### config.mk
export PLATFORM = sky130hd
export DESIGN_NAME = spi_erase_target
export DESIGN_NICKNAME = d
export VERILOG_FILES = /design/src/rtl/spi_erase_pkg.sv /design/src/rtl/spi_erase_frontend.sv /design/src/rtl/spi_erase_ctrl.sv /design/src/rtl/spi_erase_page.sv /design/src/rtl/spi_erase_target.sv
export SDC_FILE = /design/constraint.sdc
export NUM_CORES = 2
export LEC_CHECK = 0
export BUFFER_PORTS_ARGS = -buffer_cell sky130_fd_sc_hd__buf_2
export CORE_UTILIZATION = 45
export DETAILED_ROUTE_END_ITERATION = 12
export GPL_TIMING_DRIVEN = 0
export PLACE_DENSITY = 0.66
export SLEW_MARGIN = 20
export SYNTH_ARGS = -nofsm -noshare
export SYNTH_HDL_FRONTEND = slang
export SYNTH_HIERARCHICAL = 1
export SYNTH_SLANG_ARGS = --single-unit
### constraint.sdc
create_clock -name clk_i -period 3.2 [get_ports clk_i]
set_input_delay 0.32 -clock clk_i [delete_from_list [all_inputs] [get_ports clk_i]]
set_output_delay 0.32 -clock clk_i [all_outputs]
set_load 0.005 [all_outputs]
### src/rtl/spi_erase_pkg.sv
`timescale 1ns/1ps
package spi_erase_pkg;
  localparam logic [7:0] OP_WREN  = 8'h06;
  localparam logic [7:0] OP_RDST  = 8'h05;
  localparam logic [7:0] OP_ERASE = 8'hD5;

  // bit order is visible on the serial output
  typedef struct packed {
    logic [2:0] zero;
    logic [2:0] bp;
    logic       wel;
    logic       wip;
  } status_t;
endpackage

### src/rtl/spi_erase_frontend.sv
`timescale 1ns/1ps
module spi_erase_frontend (
  input  logic       clk_i,
  input  logic       rst_ni,
  input  logic       cs_ni,
  input  logic       sck_i,
  input  logic       si_i,
  input  logic       rd_start_i,
  input  logic [7:0] status_i,
  output logic       so_o,
  output logic       byte_done_o,
  output logic       byte_first_o,
  output logic [7:0] byte_o,
  output logic       cs_rise_o,
  output logic       exact8_o
);
  localparam int unsigned SAT = 9;

  logic [1:0] cs_ff, sck_ff, si_ff;
  logic       cs_d, sck_d;
  logic       cs_s, sck_s, si_s, active;
  logic       cs_fall, sck_rise, sck_fall;
  logic [3:0] tot_q;
  logic [2:0] bit_q;
  logic [7:0] shift_q;
  logic       done_q, first_q;
  logic       rd_q;
  logic [2:0] tx_idx_q;
  logic [7:0] tx_sh_q;
  logic       so_q;

  always_ff @(posedge clk_i or negedge rst_ni) begin
    if (!rst_ni) begin
      cs_ff  <= 2'b11;
      sck_ff <= 2'b00;
      si_ff  <= 2'b00;
      cs_d   <= 1'b1;
      sck_d  <= 1'b0;
    end else begin
      cs_ff  <= {cs_ff[0], cs_ni};
      sck_ff <= {sck_ff[0], sck_i};
      si_ff  <= {si_ff[0], si_i};
      cs_d   <= cs_ff[1];
      sck_d  <= sck_ff[1];
    end
  end

  assign cs_s     = cs_ff[1];
  assign sck_s    = sck_ff[1];
  assign si_s     = si_ff[1];
  assign active   = ~cs_s;
  assign cs_fall  = ~cs_s & cs_d;
  assign sck_rise = active & sck_s & ~sck_d;
  assign sck_fall = active & ~sck_s & sck_d;

  // receive path
  always_ff @(posedge clk_i or negedge rst_ni) begin
    if (!rst_ni) begin
      tot_q   <= '0;
      bit_q   <= '0;
      shift_q <= '0;
      done_q  <= 1'b0;
      first_q <= 1'b0;
    end else begin
      done_q <= 1'b0;
      if (cs_fall) begin
        tot_q <= '0;
        bit_q <= '0;
      end else if (sck_rise) begin
        shift_q <= {shift_q[6:0], si_s};
        bit_q   <= bit_q + 3'd1;
        if (tot_q < 4'(SAT)) tot_q <= tot_q + 4'd1;
        done_q  <= (bit_q == 3'd7);
        first_q <= (tot_q < 4'd8);
      end
    end
  end

  assign byte_done_o  = done_q;
  assign byte_first_o = first_q;
  assign byte_o       = shift_q;
  assign cs_rise_o    = cs_s & ~cs_d;
  assign exact8_o     = (tot_q == 4'd8);

  // transmit path, status byte repeats per 8 falling edges
  always_ff @(posedge clk_i or negedge rst_ni) begin
    if (!rst_ni) begin
      rd_q     <= 1'b0;
      tx_idx_q <= '0;
      tx_sh_q  <= '0;
      so_q     <= 1'b0;
    end else if (!active) begin
      rd_q     <= 1'b0;
      tx_idx_q <= '0;
      so_q     <= 1'b0;
    end else begin
      if (rd_start_i) rd_q <= 1'b1;
      if (rd_q && sck_fall) begin
        tx_idx_q <= tx_idx_q + 3'd1;
        if (tx_idx_q == 3'd0) begin
          so_q    <= status_i[7];
          tx_sh_q <= {status_i[6:0], 1'b0};
        end else begin
          so_q    <= tx_sh_q[7];
          tx_sh_q <= {tx_sh_q[6:0], 1'b0};
        end
      end
    end
  end

  assign so_o = so_q;
endmodule

### src/rtl/spi_erase_ctrl.sv
`timescale 1ns/1ps
module spi_erase_ctrl
  import spi_erase_pkg::*;
#(
  parameter int unsigned PU_CYCLES    = 500,
  parameter int unsigned ERASE_CYCLES = 600,
  parameter int unsigned PAGE_BYTES   = 256,
  localparam int unsigned ADDR_W = $clog2(PAGE_BYTES),
  localparam int unsigned PU_W   = $clog2(PU_CYCLES + 1),
  localparam int unsigned TMR_W  = $clog2(ERASE_CYCLES + 1)
) (
  input  logic              clk_i,
  input  logic              rst_ni,
  input  logic [2:0]        prot_i,
  input  logic              byte_done_i,
  input  logic              byte_first_i,
  input  logic [7:0]        byte_i,
  input  logic              cs_rise_i,
  input  logic              exact8_i,
  output logic              rd_start_o,
  output status_t           status_o,
  output logic              ready_o,
  output logic              fill_we_o,
  output logic [ADDR_W-1:0] fill_addr_o
);
  logic [PU_W-1:0]   pu_cnt_q;
  logic              ready_q;
  logic [7:0]        op_q;
  logic              wel_q, wip_q;
  logic [2:0]        bp_q;
  logic [TMR_W-1:0]  tmr_q;
  logic              fill_q;
  logic [ADDR_W-1:0] fill_addr_q;
  logic              cmd_end, wren_go, erase_go;

  // power-up lockout
  always_ff @(posedge clk_i or negedge rst_ni) begin
    if (!rst_ni) begin
      pu_cnt_q <= '0;
      ready_q  <= 1'b0;
    end else if (!ready_q) begin
      if (pu_cnt_q == PU_W'(PU_CYCLES - 1)) ready_q <= 1'b1;
      else pu_cnt_q <= pu_cnt_q + 1'b1;
    end
  end

  always_ff @(posedge clk_i or negedge rst_ni) begin
    if (!rst_ni) op_q <= '0;
    else if (byte_done_i && byte_first_i) op_q <= byte_i;
  end

  assign rd_start_o = ready_q && byte_done_i && byte_first_i && (byte_i == OP_RDST);
  assign cmd_end    = ready_q && cs_rise_i && exact8_i && !wip_q;
  assign wren_go    = cmd_end && (op_q == OP_WREN);
  assign erase_go   = cmd_end && (op_q == OP_ERASE) && wel_q && (bp_q == 3'b000);

  always_ff @(posedge clk_i or negedge rst_ni) begin
    if (!rst_ni) begin
      bp_q  <= '0;
      wel_q <= 1'b0;
    end else begin
      if (ready_q) bp_q <= prot_i;
      if (erase_go) wel_q <= 1'b0;
      else if (wren_go) wel_q <= 1'b1;
    end
  end

  // self-timed erase and page fill
  always_ff @(posedge clk_i or negedge rst_ni) begin
    if (!rst_ni) begin
      wip_q       <= 1'b0;
      tmr_q       <= '0;
      fill_q      <= 1'b0;
      fill_addr_q <= '0;
    end else if (erase_go) begin
      wip_q       <= 1'b1;
      tmr_q       <= TMR_W'(ERASE_CYCLES - 1);
      fill_q      <= 1'b1;
      fill_addr_q <= '0;
    end else if (wip_q) begin
      if (tmr_q == '0) wip_q <= 1'b0;
      else tmr_q <= tmr_q - 1'b1;
      if (fill_q) begin
        if (fill_addr_q == ADDR_W'(PAGE_BYTES - 1)) fill_q <= 1'b0;
        else fill_addr_q <= fill_addr_q + 1'b1;
      end
    end
  end

  assign fill_we_o   = wip_q && fill_q;
  assign fill_addr_o = fill_addr_q;
  assign ready_o     = ready_q;

  always_comb begin
    status_o      = '0;
    status_o.wip  = wip_q;
    status_o.wel  = wel_q;
    status_o.bp   = bp_q;
  end
endmodule

### src/rtl/spi_erase_page.sv
`timescale 1ns/1ps
module spi_erase_page #(
  parameter int unsigned PAGE_BYTES = 256,
  localparam int unsigned ADDR_W = $clog2(PAGE_BYTES)
) (
  input  logic              clk_i,
  input  logic              rst_ni,
  input  logic              fill_we_i,
  input  logic [ADDR_W-1:0] fill_addr_i,
  input  logic [ADDR_W-1:0] rd_addr_i,
  output logic [7:0]        rd_data_o
);
  logic [7:0] mem_q [PAGE_BYTES];

  always_ff @(posedge clk_i or negedge rst_ni) begin
    if (!rst_ni) begin
      for (int i = 0; i < int'(PAGE_BYTES); i++) mem_q[i] <= 8'h00;
    end else if (fill_we_i) begin
      mem_q[fill_addr_i] <= 8'hFF;
    end
  end

  assign rd_data_o = mem_q[rd_addr_i];
endmodule

### src/rtl/spi_erase_target.sv
`timescale 1ns/1ps
module spi_erase_target
  import spi_erase_pkg::*;
#(
  parameter int unsigned PU_CYCLES    = 500,
  parameter int unsigned ERASE_CYCLES = 600,
  parameter int unsigned PAGE_BYTES   = 256,
  localparam int unsigned ADDR_W = $clog2(PAGE_BYTES)
) (
  input  logic              clk_i,
  input  logic              rst_ni,
  input  logic              cs_ni,
  input  logic              sck_i,
  input  logic              si_i,
  output logic              so_o,
  input  logic [2:0]        prot_i,
  output logic [7:0]        status_o,
  input  logic [ADDR_W-1:0] page_addr_i,
  output logic [7:0]        page_data_o
);
  logic              byte_done, byte_first, cs_rise, exact8, rd_start;
  logic [7:0]        rx_byte;
  status_t           status;
  logic              ready;
  logic              fill_we;
  logic [ADDR_W-1:0] fill_addr;

  spi_erase_frontend u_fe (
    .clk_i        (clk_i),
    .rst_ni       (rst_ni),
    .cs_ni        (cs_ni),
    .sck_i        (sck_i),
    .si_i         (si_i),
    .rd_start_i   (rd_start),
    .status_i     (status),
    .so_o         (so_o),
    .byte_done_o  (byte_done),
    .byte_first_o (byte_first),
    .byte_o       (rx_byte),
    .cs_rise_o    (cs_rise),
    .exact8_o     (exact8)
  );

  spi_erase_ctrl #(
    .PU_CYCLES    (PU_CYCLES),
    .ERASE_CYCLES (ERASE_CYCLES),
    .PAGE_BYTES   (PAGE_BYTES)
  ) u_ctrl (
    .clk_i        (clk_i),
    .rst_ni       (rst_ni),
    .prot_i       (prot_i),
    .byte_done_i  (byte_done),
    .byte_first_i (byte_first),
    .byte_i       (rx_byte),
    .cs_rise_i    (cs_rise),
    .exact8_i     (exact8),
    .rd_start_o   (rd_start),
    .status_o     (status),
    .ready_o      (ready),
    .fill_we_o    (fill_we),
    .fill_addr_o  (fill_addr)
  );

  spi_erase_page #(.PAGE_BYTES(PAGE_BYTES)) u_page (
    .clk_i       (clk_i),
    .rst_ni      (rst_ni),
    .fill_we_i   (fill_we),
    .fill_addr_i (fill_addr),
    .rd_addr_i   (page_addr_i),
    .rd_data_o   (page_data_o)
  );

  assign status_o = status;
endmodule

==> impl_metrics.py <==
metrics = {
    "timing": {
        "fin_crit_sh": 1.19,
        "rsz0062_at_grt": "true",
        "hold_viol": 0,
        "drv_slew": 0,
        "relSlewSlack": 0.200,
        "setup_violations": 213,
        "setup_slack_ps": -614,
        "fin_skew_ps": 30.5,
        "fin_crit_ps": 3810,
        "max_freq_mhz": 262,
        "tightest_slew_ps": 1200,
    },
    "run": {
        "max-cap-violations": 0,
    },
    "worst_hold_path": {
        "hold_class": "input port to flip-flop",
    },
    "place": {
        "port-buffer-count": 24,
        "routabilityCongestion": 0.961,
        "post-dp-hpwl_mm": 190,
        "dp.cells": 8759,
    },
    "cts": {
        "cts_num_sinks": 2127,
        "cts_tree": "done",
        "cts_made_buffers": 211,
        "clockBufferDepth": 3,
        "ctsRootBufferMaster": "clkbuf_16",
        "htree_num_levels": 4,
        "worstSkewPairLatency_ps": 850,
        "clkTransAtPathRegs_ps": 60,
    },
    "critical_path": {
        "critPathMaxFanout": 10,
        "cp-start-kind": "input port",
        "endpoint_kind": "output pin",
        "cp.arrival_ps": 3490,
        "required_ps": 2880,
        "crit_type": "input port to output pin",
    },
    "yosys": {
        "synth_area_um2": 86300,
        "synth.most_common_cell": "dfrtp_1",
        "ys_dominant_reg_cell": "dfrtp_1",
        "async_flop_share": 1.00,
        "synth.distinct_cells": 97,
        "yosysWarnings": 6,
        "yosysTopAreaCell": "dfrtp_1",
        "ys_ff_latch": 2127,
        "avgSynthCellArea_um2": 13.9,
        "synthTopCellsByArea": "dfrtp_1 62%, mux4_2 10%, or2_2 9.3%",
        "netlist.area_leader.share": 0.616,
        "synth_commonest_cells": "2124 x dfrtp_1, 1278 x or2_2, 782 x nand2b_1",
        "synthCells": 6193,
        "ys_seq_area_frac": 0.617,
        "synth_edf_count": 0,
    },
    "grt": {
        "antenna_found_initial": 13,
        "grt_pass1_vias": 55305,
        "grt_overflow": 0,
        "grt_pass1_wl_mm": 399,
        "track_usage": 0.289,
        "grt_max_degree": 146,
    },
    "detailed_routing": {
        "first_iter_violations": 6025,
        "dr.pass1.iters": 6,
        "antenna_left": 0,
        "drt-total-wl_mm": 277,
        "post_drt_wl_per_cell_um": 30.2,
        "avgViaCountPerCell": 5.92,
        "vias": 54459,
        "drc": 0,
    },
    "power": {
        "peakVddDrop_v": 0.000488,
        "p_leak_nw": 53.9,
        "p_total_w": 0.0555,
        "power_density_nw_per_um2": 556,
    },
    "final_layout": {
        "finalNonFillerCells": 9195,
        "drive_gt1_frac": 0.387,
        "n_fill_cell": 15593,
        "area_growth_pct": 15.7,
        "layout.nets": 6518,
    },
    "floorplan": {
        "core_um2": 190000,
        "io_pins": 33,
        "placementRows": 160,
        "die_w_um": 440,
        "initial_core_util": 0.454,
        "die-area_um2": 193000,
        "die_y_um": 440,
    },
    "outcome": {
        "outcome": "finished with violations",
        "violations": "negative setup slack",
    },
}
[critical path: stages]
cell and delay (ps):
buf_8 160, buf_16 190, buf_12 240, buf_12 250
buf_12 230, mux2i_1 130, o221ai_1 380, a21oi_1 140
nor3_2 430, nor4_4 170, nor4_4 500, buf_2 210
[cell type report]
cell class / instances / area [um2] / area share
inverter: 24 / 90.1 / 0.000903
clock buffer: 319 / 6330 / 0.0635
buffer: 238 / 2380 / 0.0239
timing repair buffer: 86 / 1290 / 0.0130
sequential: 2127 / 53200 / 0.534
clock inverter: 71 / 878 / 0.00880
multi-input combinational: 3804 / 32400 / 0.325
antenna: 15 / 37.5 / 0.000376
tap: 2511 / 3140 / 0.0315
[sequential cells by signal (all words and copies together) (netlist names), 2 cells and up]
signal	count
u_fe/sck_ff	2
u_ctrl/bp_q	3
u_ctrl/tmr_q	10
u_fe/tx_idx_q	3
u_fe/cs_ff	2
u_fe/si_ff	2
u_fe/tx_sh_q	7
u_ctrl/pu_cnt_q	9
u_ctrl/op_q	8
u_ctrl/fill_addr_o	8
u_page/mem_q	2048
u_fe/byte_o	8
u_fe/bit_q	3
u_fe/tot_q	4
[path summary, 6_finish.rpt]
kind                                  startpoint                  to  slack (ps)  cells past startpoint
max                               page_addr_i[0]      page_data_o[0]        -610                     12
min                                        sck_i      u_fe/sck_ff[0]         140                      2
max reg2reg                u_ctrl/fill_addr_o[5]    u_page/mem_q[28]        -140                      5
min reg2reg                       u_fe/sck_ff[0]      u_fe/sck_ff[1]         350                      0
max in group asynchronous                 rst_ni  u_page/mem_q[2029]         430                      9
min in group asynchronous                 rst_ni  u_page/mem_q[1225]         370                      6
[logic make-up after synthesis]
group	synth area share
adders and majority gates	0.00145
DFF	0.617
and+or+nand+nor	0.181
buffers and inverters	0.0222
AOI/OAI and AO/OA	0.0402
other	0.0000435
xor gates and xnor gates	0.000812
muxes	0.137
[per-layer routing]
metal,vias up,GRT usage,wire length (um)
met5,-,0,177
met4,14,0.153,17700
met3,758,0.0843,28300
met2,2708,0.412,118000
met1,28985,0.400,113000
li1,21994,-,-
[report_power, final]
| part | switching (W) | leakage, nW | internal (W) | total, W |
|---|---|---|---|---|
| Clock | 0.0107 | 3.57 | 0.0150 | 0.0257 |
| Sequential | 0.0000400 | 29.7 | 0.0269 | 0.0270 |
| Combinational | 0.00205 | 20.6 | 0.000784 | 0.00283 |
| Total | 0.0128 | 53.9 | 0.0427 | 0.0555 |
[cell usage in the layout (no fill, tap or decap), types with 64 or more instances in the layout]
cell,netlist,final
dfrtp_1,2124,2124
buf_4,34,64
mux2i_1,216,214
clkbuf_1,75,72
nand2b_1,782,782
a22oi_1,116,115
nor2_2,1,71
mux4_2,394,396
a21oi_1,85,67
nand2_1,184,174
nor2_1,218,139
or2_2,1278,1278
clkbuf_16,0,224
[per-stage QoR]
stage	instance area (um2)	hold slack, ps	util	setup WS (ps)	TNS [ps]
2_1_floorplan	86300	24.4	-	805	0
3_3_place_gp	89500	337	0.471	-43650	-
3_5_place_dp	90400	236	0.475	-2520	-419530
4_1_cts	99200	69.8	0.522	-544	-68540
5_1_grt	99700	114	0.524	-540	-3790
6_report	99800	136	0.525	-614	-17150
[timing repair]
item / in CTS / in global routing
endpoints found under the hold margin: 337 / 0
pin swaps: 21 / 16
resized for setup: 333 / 111
gates cloned: 0 / 6
hold buffers: 12 / 0
setup buffers: 12 / 3
endpoints found under the setup margin: 1249 / 1501
Power figures use the tool's default switching activity.
